--- config.mk ---
export PLATFORM = sky130hd
export DESIGN_NAME = dual_addsub_alu
export DESIGN_NICKNAME = d
export VERILOG_FILES = /design/src/rtl/dual_addsub_alu.sv
export SDC_FILE = /design/constraint.sdc
export NUM_CORES = 1
export LEC_CHECK = 0
export ABC_AREA = 0
export BUFFER_PORTS_ARGS = -buffer_cell sky130_fd_sc_hd__buf_2
export CORE_ASPECT_RATIO = 1.1
export CORE_MARGIN = 8
export CORE_UTILIZATION = 50
export DETAILED_ROUTE_END_ITERATION = 12
export HOLD_SLACK_MARGIN = 0.06
export PLACE_DENSITY_LB_ADDON = 0.05
export REMOVE_ABC_BUFFERS = 1
export SLEW_MARGIN = 15
export SYNTH_ARGS = -nofsm -noshare
export SYNTH_HDL_FRONTEND = slang
export SYNTH_SLANG_ARGS = --single-unit
--- constraint.sdc ---
create_clock -name clk -period 4.1 [get_ports clk]
set_input_delay 0.41 -clock clk [delete_from_list [all_inputs] [get_ports clk]]
set_output_delay 0.41 -clock clk [all_outputs]
set_load 0.01 [all_outputs]
--- src/rtl/dual_addsub_alu.sv ---
module dual_addsub_alu #(
  parameter int LANE_W = 16
) (
  input  logic                  clk,
  input  logic                  rst_n,
  input  logic [2*LANE_W-1:0]   a,
  input  logic [2*LANE_W-1:0]   b,
  input  logic                  dual_mode,
  input  logic                  sat_en,
  output logic [2*LANE_W-1:0]   sum_q,
  output logic [2*LANE_W-1:0]   diff_q,
  output logic [1:0]            sum_ovf_q,
  output logic [1:0]            diff_ovf_q
);
  localparam int W = 2 * LANE_W;

  logic [1:0][LANE_W:0]   l_sum, l_dif;
  logic [1:0][LANE_W-1:0] l_sum_r, l_dif_r;
  logic [1:0]             l_sum_ov, l_dif_ov;

  for (genvar g = 0; g < 2; g++) begin : g_lane
    logic [LANE_W-1:0] la, lb;
    assign la = a[g*LANE_W +: LANE_W];
    assign lb = b[g*LANE_W +: LANE_W];
    assign l_sum[g] = {la[LANE_W-1], la} + {lb[LANE_W-1], lb};
    assign l_dif[g] = {la[LANE_W-1], la} - {lb[LANE_W-1], lb};
    assign l_sum_ov[g] = l_sum[g][LANE_W] ^ l_sum[g][LANE_W-1];
    assign l_dif_ov[g] = l_dif[g][LANE_W] ^ l_dif[g][LANE_W-1];
    assign l_sum_r[g] = (sat_en && l_sum_ov[g]) ?
        {l_sum[g][LANE_W], {(LANE_W-1){~l_sum[g][LANE_W]}}} : l_sum[g][LANE_W-1:0];
    assign l_dif_r[g] = (sat_en && l_dif_ov[g]) ?
        {l_dif[g][LANE_W], {(LANE_W-1){~l_dif[g][LANE_W]}}} : l_dif[g][LANE_W-1:0];
  end

  logic [W:0]   w_sum, w_dif;
  logic         w_sum_ov, w_dif_ov;
  logic [W-1:0] w_sum_r, w_dif_r;

  assign w_sum = {a[W-1], a} + {b[W-1], b};
  assign w_dif = {a[W-1], a} - {b[W-1], b};
  assign w_sum_ov = w_sum[W] ^ w_sum[W-1];
  assign w_dif_ov = w_dif[W] ^ w_dif[W-1];
  assign w_sum_r = (sat_en && w_sum_ov) ? {w_sum[W], {(W-1){~w_sum[W]}}} : w_sum[W-1:0];
  assign w_dif_r = (sat_en && w_dif_ov) ? {w_dif[W], {(W-1){~w_dif[W]}}} : w_dif[W-1:0];

  always_ff @(posedge clk) begin
    if (!rst_n) begin
      sum_q      <= '0;
      diff_q     <= '0;
      sum_ovf_q  <= '0;
      diff_ovf_q <= '0;
    end else if (dual_mode) begin
      sum_q      <= {l_sum_r[1], l_sum_r[0]};
      diff_q     <= {l_dif_r[1], l_dif_r[0]};
      sum_ovf_q  <= l_sum_ov;
      diff_ovf_q <= l_dif_ov;
    end else begin
      sum_q      <= w_sum_r;
      diff_q     <= w_dif_r;
      sum_ovf_q  <= {1'b0, w_sum_ov};
      diff_ovf_q <= {1'b0, w_dif_ov};
    end
  end
endmodule

==> summary.txt <==
Die
  • CORE AREA: 13,900 um^2
  • Die area: 18,300 um^2
  • Effective utilization at floorplan: 51.3%
  • Die X: 130 um
  • I/O Pins: 136
  • Die Y: 141 um
  • # rows: 45

Hold path
  • Endpoint of the worst hold path: diff_q[0]$_SDFF_PN0_
  • Worst hold start: b[0]
  • Worst Hold Path Cells: 3
  • Hold Crit Class: input pin to flip-flop

Power
  • Pwr/cell area: 357 nW/um^2
  • Peak VDD IR: 0.218 mV
  • Leakage power: 3.89 nW

GRT
  • Gr ovfl total: 0
  • Global route hottest layer: met2
  • Met3 Track Usage GR: 6.37%
  • Initial antenna violation count: 4
  • GR Layer Usage met2: 45.7%
  • GR Layer Usage met1: 29.1%
  • Global-route wire length before repair: 38.3 mm
  • Number of global-route vias before repair: 7,655
  • Gr usage total: 26.2%
  • Largest net degree at the start of global routing: 28

CTS
  • CTS Hold Bufs: 0
  • CTS sink cnt: 68
  • Clock Root Buffer: clkbuf_16
  • Post-CTS setup buffer count: 0
  • CTS tree: yes
  • Post-cts resize count: 0
  • CTS buffer count: 9
  • H-tree level count: 3
  • Worst-case clock buffer depth: 2
  • CTS clock-pin slew for the worst setup and hold paths: 60 ps

Setup path
  • CP Class: input pin to flip-flop
  • Worst-path fanout max: 21
  • Crit path arrival time: 3910 ps
  • Worst Path Required: 4370 ps
  • Crit end category: flip-flop
  • Setup crit start kind: input pin

Synthesis
  • Mapped cell area: 7110 um^2
  • Post-Synthesis Cells: 940
  • Syn Area/Cell: 7.56 um^2
  • Cell taking the most area after synthesis: dfxtp_1
  • Ys flop type: dfxtp_1
  • Seq cells post-synth: 68
  • FFs w/ async S/R, synth: 0%
  • Post-synth top area share: 19.2%
  • Leading post-synthesis cells by cell area: dfxtp_1, ha_1, a21oi_1
  • Sequential area share after synthesis: 19.2%
  • Synth warnings: 0
  • Number of synthesized flops with an enable pin: 0
  • Synth cell count leaders: a21oi_1, inv_1, nor2_1
  • Yosys cell types: 82
  • Most common cell in the netlist: a21oi_1

Finish
  • Post-route insts no fill: 1,278
  • Area delta synth->final: 20.1%
  • Layout cells sized above 1: 22.2%
  • Final-layout fill cell count: 1,358
  • Final nets: 1,221
  • Final instance area: 8540 um^2

Timing
  • Setup tns final: 0 ps
  • Part of the cycle the worst path needs: 88.7%
  • Fmax: 275 MHz
  • RSZ-0062 raised after global routing: no
  • Setup violators final: 0
  • Slew @ Worst Pin: 1120 ps
  • Relative slew slack: 25.0%
  • Final-report max-slew violation count: 0
  • Final Hold Viols: 0
  • Fin crit period: 3640 ps

Placed design
  • DP Area: 8180 um^2
  • # port buffers: 135
  • Gp weighted congestion: 0.966
  • HPWL Detailed: 19.2 mm
  • Cells after DPL: 1,261

Detailed routing
  • Routed vias: 7,709
  • DRT antenna net count: 0
  • Per-cell routed wire length: 18.9 um
  • Drt total wl: 24.2 mm
  • Number of vias per cell: 6.03
  • Initial DRC Count: 603
  • Number of remaining DRC errors: 0
  • First drt pass iteration count: 5

Run status
  • Status: finished, final reports clean

Job
  • MaxCap Viol Count: 0
metal layers:
metal	part of all wire (%)	wire, um
met1	40	9640
met2	49	11800
met3	7.0	1700
met4	4.0	956
met5	0.14	35
metrics by stage:
step / setup slack, ps / util, % / total power [mW] / hold WS [ps]
floorplan: 364 / - / 1.65 / 506
global route: 262 / 61.6 / 3.22 / 460
detailed placement: 191 / 59.1 / 2.13 / 779
finish: 462 / 61.6 / 3.04 / 438
CTS: 546 / 61.6 / 3.05 / 428
global placement: 252 / 59.1 / 2.13 / 767
cells in the final DEF, fill, tap and decap left out, types with 7 or more instances in the layout:
master | netlist | layout
a21o_1 | 15 | 15
nand4_1 | 8 | 8
buf_4 | 1 | 52
a211oi_1 | 18 | 18
ha_1 | 65 | 65
a21oi_1 | 122 | 122
dfxtp_1 | 68 | 68
nand2b_1 | 16 | 16
nor2_1 | 70 | 70
buf_2 | 15 | 135
or3_1 | 15 | 15
xnor2_1 | 60 | 60
nor2b_1 | 15 | 15
o21bai_1 | 16 | 16
nor3_1 | 22 | 22
inv_1 | 72 | 72
xor2_1 | 9 | 9
o221a_1 | 7 | 7
o21ai_0 | 51 | 51
nand3_1 | 18 | 18
o221a_2 | 10 | 10
a31oi_1 | 14 | 14
o21a_1 | 7 | 7
clkbuf_16 | 0 | 9
or2_2 | 9 | 9
nand2_1 | 41 | 41
o31ai_1 | 10 | 10
area by class of cell:
| cell class | instances | area (um^2) | area share (%) |
|---|---|---|---|
| multi-input combinational | 740 | 5200 | 60.9 |
| sequential | 68 | 1360 | 15.9 |
| timing repair buffer | 189 | 1110 | 13.0 |
| inverter | 76 | 285 | 3.34 |
| tap | 188 | 235 | 2.76 |
| clock buffer | 9 | 225 | 2.64 |
| clock inverter | 7 | 124 | 1.45 |
| antenna | 1 | 2.50 | 0.0293 |
how the worst max path moves through the flow:
stage                                        to  startpoint  slack, ps
after floorplan            diff_q[0]$_SDFF_PN0_       b[27]        360
after global placement    diff_q[11]$_SDFF_PN0_       b[27]        250
after detailed placement  diff_q[11]$_SDFF_PN0_       b[27]        190
after CTS                  sum_q[23]$_SDFF_PN0_        a[5]        550
after global routing      diff_q[19]$_SDFF_PN0_       b[27]        260
final                     diff_q[11]$_SDFF_PN0_       b[27]        460
sequential cells by signal (all words and copies together) (netlist names):
name        count
diff_ovf_q      2
sum_ovf_q       2
diff_q         32
sum_q          32
worst max-delay path: stages:
cell and delay [ps]:
buf_2 100, inv_1 40, ha_1 280, buf_4 260, nand4_1 220, or4_1 490
or3_1 330, o211ai_1 350, nor3b_2 440, a22oi_1 220, a22o_1 490, a21oi_1 250
power by group:
group	switching [mW]	leakage, nW	internal (mW)
sequential	0.0211	0.567	0.763
combinational	0.796	3.15	0.557
clock	0.310	0.166	0.598
cell families (layout without fill, tap and decap cells):
family | after synthesis | in the layout | share of synthesized area, %
compound gates | 352 | 352 | 33.6
simple gates | 244 | 244 | 17.3
buf+inv | 132 | 281 | 7.71
xor+xnor | 70 | 70 | 8.89
fa+ha+maj | 69 | 69 | 12.6
flops | 68 | 68 | 19.2
mux | 5 | 5 | 0.722
other cells | 0 | 1 | 0
Note: power is estimated with default switching activity, not from simulation.
